===== config.mk =====
export PLATFORM = sky130hd
export DESIGN_NAME = cke_pwr_ctrl
export DESIGN_NICKNAME = d
export VERILOG_FILES = /design/src/rtl/cke_pkg.sv /design/src/rtl/cke_cfg_reg.sv /design/src/rtl/cke_dwell.sv /design/src/rtl/cke_seq_fsm.sv /design/src/rtl/cke_pwr_ctrl.sv
export SDC_FILE = /design/constraint.sdc
export NUM_CORES = 1
export LEC_CHECK = 0
export ABC_AREA = 1
export BUFFER_PORTS_ARGS = -buffer_cell sky130_fd_sc_hd__buf_4
export CORE_MARGIN = 1
export CORE_UTILIZATION = 50
export CTS_CLUSTER_DIAMETER = 150
export DETAILED_ROUTE_END_ITERATION = 10
export PLACE_DENSITY = 0.79
export SLEW_MARGIN = 20
export SYNTH_ARGS = -nofsm -noshare
export SYNTH_HDL_FRONTEND = slang
export SYNTH_SLANG_ARGS = --single-unit

===== constraint.sdc =====
create_clock -name clk -period 6.23 [get_ports clk]
set_input_delay 0.9345 -clock clk [delete_from_list [all_inputs] [get_ports clk]]
set_output_delay 0.9345 -clock clk [all_outputs]
set_load 0.05 [all_outputs]

===== src/rtl/cke_pkg.sv =====
// Shared field positions, state type and widths for the CKE power sequencer.
// Assumes the control-word layout is fixed; only counter widths are tunable.
package cke_pkg;
    localparam int RANKS      = 4;
    localparam int WORD_W     = 32;
    localparam int PULSE_W    = 3;
    localparam int SPACE_W    = 4;
    localparam int SREXIT_W   = 9;

    localparam int B_SRSTART  = 27;
    localparam int B_HI_LSB   = 24;
    localparam int B_POP_LSB  = 20;
    localparam int B_LO_LSB   = 17;
    localparam int B_PDEN     = 16;
    localparam int B_XP_LSB   = 10;
    localparam int B_SRX_LSB  = 1;

    localparam logic [WORD_W-1:0] RESET_WORD = 32'h0000_0800;
    localparam logic [WORD_W-1:0] WRITE_MASK = 32'h0FFF_3FFF;
    localparam logic [WORD_W-1:0] POP_MASK   = 32'h00F0_0000;

    localparam int XP_MIN = 2;
    localparam int XP_MAX = 9;

    typedef enum logic [2:0] {
        ST_ACTIVE,
        ST_PDOWN,
        ST_PDEXIT,
        ST_SRLOW,
        ST_SRWAIT
    } cke_state_e;
endpackage


===== src/rtl/cke_cfg_reg.sv =====
// Control word storage and field decode.
// Assumes one write per cycle; a write wins over the hardware clear of the
// self-refresh start bit in the same cycle.
module cke_cfg_reg
    import cke_pkg::*;
(
    input  logic                clk,
    input  logic                rst_n,
    input  logic                wr_en,
    input  logic [WORD_W-1:0]   wr_data,
    input  logic                pop_lock,
    input  logic                sr_done,
    output logic [WORD_W-1:0]   word_q,
    output logic                sr_start,
    output logic [PULSE_W-1:0]  min_hi,
    output logic [PULSE_W-1:0]  min_lo,
    output logic [RANKS-1:0]    pop,
    output logic                pd_en,
    output logic [SPACE_W-1:0]  xp_clks,
    output logic [SREXIT_W-1:0] srx_cnt
);
    logic [WORD_W-1:0]  word_d;
    logic [WORD_W-1:0]  masked;
    logic [SPACE_W-1:0] xp_code;

    // Next value of the word: masked write, locked flags, self-clear.
    always_comb begin
        masked = wr_data & WRITE_MASK;
        word_d = word_q;
        if (wr_en) begin
            word_d = pop_lock ? ((masked & ~POP_MASK) | (word_q & POP_MASK)) : masked;
        end else if (sr_done) begin
            word_d[B_SRSTART] = 1'b0;
        end
    end

    // Storage register.
    always_ff @(posedge clk) begin
        if (!rst_n) word_q <= RESET_WORD;
        else        word_q <= word_d;
    end

    // Field extraction with clamping of reserved spacing codes.
    always_comb begin
        sr_start = word_q[B_SRSTART];
        min_hi   = word_q[B_HI_LSB  +: PULSE_W];
        min_lo   = word_q[B_LO_LSB  +: PULSE_W];
        pop      = word_q[B_POP_LSB +: RANKS];
        pd_en    = word_q[B_PDEN];
        srx_cnt  = word_q[B_SRX_LSB +: SREXIT_W];
        xp_code  = word_q[B_XP_LSB  +: SPACE_W];
        if (xp_code < SPACE_W'(XP_MIN))      xp_clks = SPACE_W'(XP_MIN);
        else if (xp_code > SPACE_W'(XP_MAX)) xp_clks = SPACE_W'(XP_MAX);
        else                                 xp_clks = xp_code;
    end
endmodule


===== src/rtl/cke_dwell.sv =====
// Counts how long CKE has held its present level, saturating.
// Assumes toggle_nxt is asserted in the cycle whose edge changes the level.
module cke_dwell #(
    parameter int CW = 3
) (
    input  logic          clk,
    input  logic          rst_n,
    input  logic          level,
    input  logic          toggle_nxt,
    input  logic [CW-1:0] min_hi,
    input  logic [CW-1:0] min_lo,
    output logic          may_toggle
);
    localparam logic [CW-1:0] SAT = '1;
    logic [CW-1:0] dwell;
    logic [CW:0]   held;
    logic [CW:0]   need;

    // Reset on a level change, otherwise count up to saturation.
    always_ff @(posedge clk) begin
        if (!rst_n)                dwell <= SAT;
        else if (toggle_nxt)       dwell <= '0;
        else if (dwell != SAT)     dwell <= dwell + 1'b1;
    end

    // Level may change at the end of this cycle once the minimum is met.
    always_comb begin
        held       = {1'b0, dwell} + 1'b1;
        need       = {1'b0, (level ? min_hi : min_lo)};
        may_toggle = (held >= need);
    end
endmodule


===== src/rtl/cke_seq_fsm.sv =====
// Power-state sequencer: power-down entry/exit, self-refresh exit, ready lines.
// Assumes self-refresh exit requests take priority over power-down.
module cke_seq_fsm
    import cke_pkg::*;
(
    input  logic                clk,
    input  logic                rst_n,
    input  logic                pd_req,
    input  logic                pd_en,
    input  logic                sr_start,
    input  logic                may_toggle,
    input  logic [SPACE_W-1:0]  xp_clks,
    input  logic [SREXIT_W-1:0] srx_cnt,
    output logic                level,
    output logic                toggle_nxt,
    output logic                rdy_nonread,
    output logic                rdy_read,
    output logic                sr_done
);
    cke_state_e          state, state_d;
    logic [SREXIT_W-1:0] cnt, cnt_d;
    logic                level_d;

    // Next-state, counter load and completion pulse.
    always_comb begin
        state_d = state;
        cnt_d   = cnt;
        sr_done = 1'b0;
        unique case (state)
            ST_ACTIVE: begin
                if (sr_start && may_toggle)             state_d = ST_SRLOW;
                else if (pd_en && pd_req && may_toggle) state_d = ST_PDOWN;
            end
            ST_PDOWN: begin
                if (sr_start) begin
                    state_d = ST_SRLOW;
                end else if ((!pd_req || !pd_en) && may_toggle) begin
                    state_d = ST_PDEXIT;
                    cnt_d   = SREXIT_W'(xp_clks) - 1'b1;
                end
            end
            ST_PDEXIT: begin
                if (cnt == '0) state_d = ST_ACTIVE;
                else           cnt_d   = cnt - 1'b1;
            end
            ST_SRLOW: begin
                if (may_toggle) begin
                    state_d = ST_SRWAIT;
                    cnt_d   = (srx_cnt == '0) ? '0 : srx_cnt - 1'b1;
                end
            end
            ST_SRWAIT: begin
                if (cnt == '0) begin
                    state_d = ST_ACTIVE;
                    sr_done = 1'b1;
                end else begin
                    cnt_d = cnt - 1'b1;
                end
            end
            default: state_d = ST_ACTIVE;
        endcase
    end

    // CKE level implied by the next state, and the toggle it causes.
    always_comb begin
        level_d    = !(state_d == ST_PDOWN || state_d == ST_SRLOW);
        toggle_nxt = (level_d != level);
    end

    // State, counter and CKE level registers.
    always_ff @(posedge clk) begin
        if (!rst_n) begin
            state <= ST_ACTIVE;
            cnt   <= '0;
            level <= 1'b1;
        end else begin
            state <= state_d;
            cnt   <= cnt_d;
            level <= level_d;
        end
    end

    // Ready lines decoded from the registered state.
    always_comb begin
        rdy_nonread = (state == ST_ACTIVE);
        rdy_read    = (state == ST_ACTIVE) || (state == ST_PDEXIT);
    end
endmodule


===== src/rtl/cke_pwr_ctrl.sv =====
// Top level: control word, dwell timer and sequencer for one channel's CKE pins.
// Assumes CKE is common in level across populated ranks.
module cke_pwr_ctrl
    import cke_pkg::*;
(
    input  logic              clk,
    input  logic              rst_n,
    input  logic              cfg_wr_en,
    input  logic [31:0]       cfg_wr_data,
    input  logic              pop_lock,
    input  logic              pd_req,
    output logic [31:0]       cfg_rd_data,
    output logic [3:0]        cke,
    output logic              rdy_nonread,
    output logic              rdy_read
);
    logic                sr_start, sr_done, pd_en, level, toggle_nxt, may_toggle;
    logic [PULSE_W-1:0]  min_hi, min_lo;
    logic [RANKS-1:0]    pop;
    logic [SPACE_W-1:0]  xp_clks;
    logic [SREXIT_W-1:0] srx_cnt;

    cke_cfg_reg u_cfg (
        .clk(clk), .rst_n(rst_n), .wr_en(cfg_wr_en), .wr_data(cfg_wr_data),
        .pop_lock(pop_lock), .sr_done(sr_done), .word_q(cfg_rd_data),
        .sr_start(sr_start), .min_hi(min_hi), .min_lo(min_lo), .pop(pop),
        .pd_en(pd_en), .xp_clks(xp_clks), .srx_cnt(srx_cnt)
    );

    cke_dwell #(.CW(PULSE_W)) u_dwell (
        .clk(clk), .rst_n(rst_n), .level(level), .toggle_nxt(toggle_nxt),
        .min_hi(min_hi), .min_lo(min_lo), .may_toggle(may_toggle)
    );

    cke_seq_fsm u_fsm (
        .clk(clk), .rst_n(rst_n), .pd_req(pd_req), .pd_en(pd_en),
        .sr_start(sr_start), .may_toggle(may_toggle), .xp_clks(xp_clks),
        .srx_cnt(srx_cnt), .level(level), .toggle_nxt(toggle_nxt),
        .rdy_nonread(rdy_nonread), .rdy_read(rdy_read), .sr_done(sr_done)
    );

    // Drive CKE only on populated ranks.
    always_comb cke = pop & {RANKS{level}};
endmodule


==> flow_summary.toml, run 1 <==
[synthesis]
yosys.area.top_type = "dfxtp_1"
ys_ff_latch = 42
yosysMostFrequentCell = "nand2_1"
synth_area_sq_mm = 0.00235
synth_area_leaders = "dfxtp_1 36%, nand2_1 9.7%, nor2_1 8.5%, o21ai_0 6.2%, inv_1 5.4%"
syn_avg_cell_area_sq_um = 6.86
synth_edf_count = 0
synth-async-reset-ratio = 0
netlist_instances = 343
synth_cell_types = 35
yosysSeqAreaShare = 0.357
yosysTopAreaCellShare = 0.357
synth_common_cells = "61 x nand2_1, 53 x nor2_1, 42 x dfxtp_1"
yosysWarnings = 0
ys.flop_type = "dfxtp_1"

[setup_path]
path_delay_family = "simple AND/OR/NAND/NOR gates"
cp-start-kind = "flip-flop"
reg2reg_slack_ns = 3.92
crit_top_cell = "nand2_1"
cp.depth = 16
cp_slowest_cell = "dfxtp_1"
critPathRequiredTime_ns = 6.41
critPathKind = "reg2reg"
cp.arrival_ns = 2.50
cp_cell_sequence = "inv_1 > nand2_1 > nand2_1 > ha_1 > inv_1 > nand2_1 > nand2_1 > nand2_1 > nand2_1 > nand2_1 > nand2_1 > nand2_1 > nand3b_4 > clkinv_1 > nand2_1 > a21oi_2"
path_buf_inv = 3
critPathCaptureType = "flip-flop"
worstRegToRegCells = 16
critPathMaxFanout = 14
cpPeakStageDelay_ns = 0.56

[sta]
setup_violations = 0
fin_crit_sh = 0.371
finalHoldViolations = 0
setup_slack_ns = 3.92
post-route-min-period_ns = 2.31
slew_viol_final = 0
rsz0062_at_grt = "false"
max_freq_mhz = 432
relSlewSlack = 0.412
tns_ns = 0
worstMarginPinSlew_ns = 0.880
fin_worst_skew_ns = 0.00777

[floorplanning]
fp.dieH_microns = 70.6
dieWidth_microns = 70.6
core_area_sq_mm = 0.00444
initial_core_util = 0.530
pin_count = 75
row_count = 24
die-area_sq_mm = 0.00499

[grt]
track_usage = 0.233
grt-ovfl-total = 0
grt_pass1_wl_microns = 9280
grt_pass1_vias = 2153
grt_antenna_before_repair = 0
grt_start_max_net_pins = 38

[placement]
dpl_worst_slack_ns = 3.85
hpwl_microns = 3950
portBuffers = 62
dp_cells = 443
gp_congestion = 0.814

[power]
p_per_area_mw_per_mm2 = 427
power_leakage_nw = 1.42
vdd_drop_max_mv = 0.225

[cts]
clkLatencyLatePin_ns = 0.30
clkTransAtPathRegs_ns = 0.08
cts.sinks = 42
post_cts_buffers = 0
cts_tree = "done"
htree_num_levels = 2
ctsResizeCount = 0
cts_root_buffer = "clkbuf_8"
cts_max_path_buffers = 2
cts_hold_buf = 0
numCtsBuffers = 5

[detailed_routing]
post_drt_wl_per_cell_microns = 11.9
avgViaCountPerCell = 5.15
finalWirelength_microns = 5370
post-route-drc-count = 0
dr.pass1.iters = 4
drtIter0Drc = 119
vias = 2322
drtAntennaViolNets = 0

[flow_run]
max_cap_violations = 0

[layout]
post-route-util = 0.652
final_cell_count_no_fill = 451
layout-drive-gt1-share = 0.228
layout.nets = 443
antenna_cells = 0
area_growth_pct = 23.1

[hold_path]
min_path_cells = 2
hp-class = "reg2reg"

[run_status]
run_status = "completed"
==> final cells by class <==
type                            count  area, sq um
Timing Repair Buffer               62          465
Sequential cell                    42          841
Multi-Input combinational cell    245         1260
Fill cell                         403         1550
Clock inverter                      1         30.0
Tap cell                           52         65.1
Inverter                           42          158
Clock buffer                        7         76.3
==> per-layer routing <==
metal,up-vias,wire [microns],part of all wire,track usage
met3,2,341,0.064,0.0570
met2,71,2530,0.47,0.399
met5,-,0,0,0
li1,1216,-,-,-
met1,1033,2460,0.46,0.293
met4,0,34,0.0063,0.0667
==> cells by family (layout without fill, tap and decap cells) <==
| logic type | count (synthesis) | in the layout | share of synthesized area |
|---|---|---|---|
| muxes | 2 | 2 | 0.00851 |
| adders and majority gates | 8 | 8 | 0.0425 |
| xor gates and xnor gates | 8 | 8 | 0.0298 |
| other | 1 | 6 | 0.00159 |
| AOI/OAI and AO/OA | 59 | 59 | 0.142 |
| DFF | 42 | 42 | 0.357 |
| buffers and inverters | 61 | 112 | 0.114 |
| and+or+nand+nor | 162 | 162 | 0.304 |
==> power breakdown <==
group | switching [W] | internal (W)
registers | 0.0000533 | 0.000323
logic | 0.000416 | 0.000232
clock network | 0.0000922 | 0.000120
total | 0.000561 | 0.000675
==> per-stage QoR <==
step	cell area [sq um]	power, W	hold slack [ns]
global route	2900	0.00135	0.518
finish	2900	0.00124	0.494
global placement	2790	0.00100	0.464
detailed placement	2790	0.00103	0.479
CTS	2900	0.00124	0.497
floorplan	2370	0.000901	0.455
==> worst reg2reg max path, stage by stage (launching register included) <==
cell and delay, ns:
dfxtp_1 0.56, inv_1 0.10, nand2_1 0.07, nand2_1 0.05
ha_1 0.26, inv_1 0.05, nand2_1 0.04, nand2_1 0.06
nand2_1 0.05, nand2_1 0.08, nand2_1 0.11, nand2_1 0.09
nand2_1 0.12, nand3b_4 0.21, clkinv_1 0.17, nand2_1 0.13
a21oi_2 0.06
==> state kept, by name, summed over array words and instances (netlist names) <==
signal / count
u_fsm.cnt: 9
u_fsm.level: 1
u_fsm.state: 3
u_cfg.word_q: 26
u_dwell.dwell: 3
==> path summary, 6_finish.rpt <==
check / startpoint / to
max: u_fsm.level / u_fsm.cnt[8]
min: u_fsm.cnt[0] / u_fsm.cnt[0]
max reg2reg: u_fsm.level / u_fsm.cnt[8]
min reg2reg: u_fsm.cnt[0] / u_fsm.cnt[0]
==> placed cells by master (no fill, tap or decap), types with 2 or more instances in the layout <==
cell type and n:
o21ai_0 29, nand2_1 61, ha_1 8, nand4_1 6, xnor2_1 3, nand2_2 5, mux2i_1 2, nor2_2 5
clkbuf_1 2, xor2_1 5, o21ai_1 3, conb_1 6, a21oi_2 2, inv_2 7, nor3_1 4, inv_1 34
o211ai_1 7, buf_4 62, dfxtp_1 42, nand3_1 24, clkbuf_8 5, nor2_1 53, a21oi_1 13
No activity file was read; power rests on OpenSTA's default activity.
==> run 2: changes to the inputs <==
--- a/config.mk
+++ b/config.mk
@@ -5,13 +5,13 @@
 export SDC_FILE = /design/constraint.sdc
 export NUM_CORES = 1
 export LEC_CHECK = 0
-export ABC_AREA = 1
+export ABC_AREA = 0
 export BUFFER_PORTS_ARGS = -buffer_cell sky130_fd_sc_hd__buf_4
 export CORE_MARGIN = 1
 export CORE_UTILIZATION = 50
 export CTS_CLUSTER_DIAMETER = 150
 export DETAILED_ROUTE_END_ITERATION = 10
-export PLACE_DENSITY = 0.79
+export PLACE_DENSITY = 0.78
 export SLEW_MARGIN = 20
 export SYNTH_ARGS = -nofsm -noshare
 export SYNTH_HDL_FRONTEND = slang
==> constraint.sdc (replaced) <==
create_clock -name clk -period 2.2 [get_ports clk]
set_input_delay 0.33 -clock clk [delete_from_list [all_inputs] [get_ports clk]]
set_output_delay 0.33 -clock clk [all_outputs]
set_load 0.05 [all_outputs]
==> run 2 against run 1 <==
The run now ends with setup timing left. First-iteration DRC count grew 73%. Area after synthesis grew 4.5%. Cell count shrank 8.4%. Largest cell class unchanged. Non-clock buffer count grew 18. Setup slack lost 4.0 ns. Sequential power grew to 2.8 times the previous value. Sequential share of layout area shrank 3.1 points. Synthesized cell count shrank 20%. Highest routed layer unchanged. Total power grew to 3.2 times the previous value. Worst hold slack lost 0.24 ns.
==> flow_summary.toml, run 2 <==
[cts]
cts_root_buffer = "clkbuf_8"
clkLatencyLatePin_ns = 0.30
clkTransAtPathRegs_ns = 0.09
cts_max_path_buffers = 2
cts.sinks = 42
post_cts_buffers = 0
numCtsBuffers = 5
cts_hold_buf = 0
htree_num_levels = 2
cts_tree = "done"

[detailed_routing]
finalWirelength_microns = 6170
post_drt_wl_per_cell_microns = 14.9
drtAntennaViolNets = 0
post-route-drc-count = 0
vias = 2325
dr.pass1.iters = 4
avgViaCountPerCell = 5.63
drtIter0Drc = 206

[setup_path]
cp-start-kind = "flip-flop"
cp_slowest_cell = "or3b_4"
cpPeakStageDelay_ns = 0.40
critPathMaxFanout = 7
critPathCaptureType = "flip-flop"
critPathKind = "reg2reg"
cp_cell_sequence = "mux2_4 > ha_4 > or3b_4 > a21o_4 > a22oi_4 > nand2_2 > buf_4 > a21oi_1"
critPathRequiredTime_ns = 2.43
cp.arrival_ns = 2.51

[grt]
grt-ovfl-total = 0
grt_pass1_vias = 2218
grt_antenna_before_repair = 0
grt_pass1_wl_microns = 10200
grt_start_max_net_pins = 26
track_usage = 0.250

[power]
power_frac_comb = 0.574
pwr-share-clk = 0.158
p_per_area_mw_per_mm2 = 1190
power_leakage_nw = 1.45
p_int_w = 0.00223
swShare = 0.429
power_frac_seq = 0.268
p_sw_w = 0.00168
vdd_drop_max_mv = 0.551

[layout]
largest_register = "u_cfg.word_q"
reg_top3 = "u_cfg.word_q: 26 flops, u_fsm.cnt: 9 flops"
finalInstanceArea_sq_mm = 0.00328
layout_commonest_cell = "buf_4"
antenna_cells = 0
area_growth_pct = 33.2
fillers = 363
multi_input_area_sq_mm = 0.00160
layout.nets = 390
layout_common_cells = "80 x buf_4, 36 x nor2_1, 34 x dfxtp_1"
largest_reg_flops = 26
regArea_sq_um = 851
layout-drive-gt1-share = 0.387

[synthesis]
synth_area_leaders = "dfxtp_1 34%, mux2i_1 11%, nor2_1 5.5%, ha_1 4.1%, a21oi_1 2.8%"
synth_area_sq_mm = 0.00246
yosysWarnings = 0
synth-async-reset-ratio = 0
yosys.area.top_type = "dfxtp_1"
synth_edf_count = 0
ys_ff_latch = 42
netlist_instances = 276
synth_common_cells = "42 x dfxtp_1, 36 x nor2_1, 28 x mux2i_1"
yosysSeqAreaShare = 0.342
syn_avg_cell_area_sq_um = 8.91
synth_cell_types = 59
ys.flop_type = "dfxtp_1"
yosysTopAreaCellShare = 0.342
yosysMostFrequentCell = "dfxtp_1"

[floorplanning]
pin_count = 75
fp.dieH_microns = 72.1
dieWidth_microns = 72.1
row_count = 25
core_area_sq_mm = 0.00472
die-area_sq_mm = 0.00520
initial_core_util = 0.521

[placement]
gp_congestion = 0.893
hpwl_microns = 4470
portBuffers = 62
post_dp_cell_area_sq_mm = 0.00309

[sta]
worst_hold_slack_ns = 0.251
rsz0062_at_grt = "true"
max_freq_mhz = 440
post-route-min-period_ns = 2.27
fin_crit_sh = 1.03
setup_slack_ns = -0.0747
slew_viol_final = 0
finalHoldViolations = 0
fin_worst_skew_ns = 0.0101
setup_violations = 9

[run_status]
run_status = "complete, but fails checks"
failed_checks = "setup timing"

[hold_path]
hp-class = "in2reg"

[flow_run]
max_cap_violations = 0
[run 2: cell count changes after synthesis, sizes merged, moves of 5 or more]
cell,change
nand2,-57
o211ai,-6
o21ai,-25
a211oi,+6
inv,-34
nor4,+5
nand4,-5
mux2i,+26
nor2,-22
nand3,-23
[run 2: power groups by stage]
stage	registers, W	logic, W	clock network [W]
detailed placement	0.00104	0.00200	0
finish	0.00105	0.00224	0.000618
CTS	0.00104	0.00215	0.000625
floorplan	0.00109	0.00151	0
global route	0.00107	0.00242	0.000661
global placement	0.00104	0.00195	0
[run 2: final cells by class]
cell class | count | share of cell area
clock buffer | 6 | 0.0221
clock inverter | 2 | 0.0115
inverter | 8 | 0.00916
multi-input combinational | 208 | 0.489
sequential | 42 | 0.260
tap | 67 | 0.0256
timing repair buffer | 80 | 0.183
[run 2: per-stage QoR]
step / total power (W) / utilization / std cells / setup TNS [ns] / setup WS (ns)
after floorplan: 0.00260 / - / 281 / -0.841 / -0.105
after global placement: 0.00299 / 0.654 / 404 / -0.961 / -0.106
after detailed placement: 0.00304 / 0.654 / 404 / -1.59 / -0.171
after CTS: 0.00382 / 0.688 / 413 / -0.107 / -0.0322
after global routing: 0.00414 / 0.694 / 413 / -1.04 / -0.160
final: 0.00391 / 0.694 / 413 / -0.297 / -0.0747
[run 2: logic make-up after synthesis]
group | after synthesis | share of synthesized area
multiplexers | 30 | 0.123
buffers and inverters | 32 | 0.0656
XOR/XNOR | 12 | 0.0427
flip-flops | 42 | 0.342
AO/OA/AOI/OAI | 61 | 0.190
AND/OR/NAND/NOR | 90 | 0.194
adder cells (fa/ha/maj) | 8 | 0.0407
other | 1 | 0.00152
[run 2: per-layer routing]
metal / vias to the layer above / global-route usage / part of all wire
li1: 1125 / - / -
met1: 1087 / 0.324 / 0.43
met2: 97 / 0.416 / 0.48
met3: 16 / 0.0458 / 0.068
met4: 0 / 0.0850 / 0.018
met5: - / 0 / 0
[run 2: repair_timing]
action | CTS | global route
setup endpoints to repair | 14 | 13
cloned | 1 | 0
gates resized for setup | 9 | 6
pin swaps | 6 | 2
[run 2: final timing paths]
check                  start                to  slack [ns]  cells after the start
min          cfg_wr_data[11]  u_cfg.word_q[11]        0.25                      3
max              u_fsm.level      u_fsm.cnt[7]       -0.07                      8
max reg2reg      u_fsm.level      u_fsm.cnt[7]       -0.07                      8
min reg2reg     u_fsm.cnt[5]      u_fsm.cnt[5]        0.51                      2
[run 2: critical path, delay by kind of cell, from the launching register on]
kind,cells,cell delay [ns]
buffers and inverters,1,0.16
DFF,1,0.34
muxes,1,0.31
adders and majority gates,1,0.20
AOI/OAI and AO/OA,3,0.66
and+or+nand+nor,2,0.52
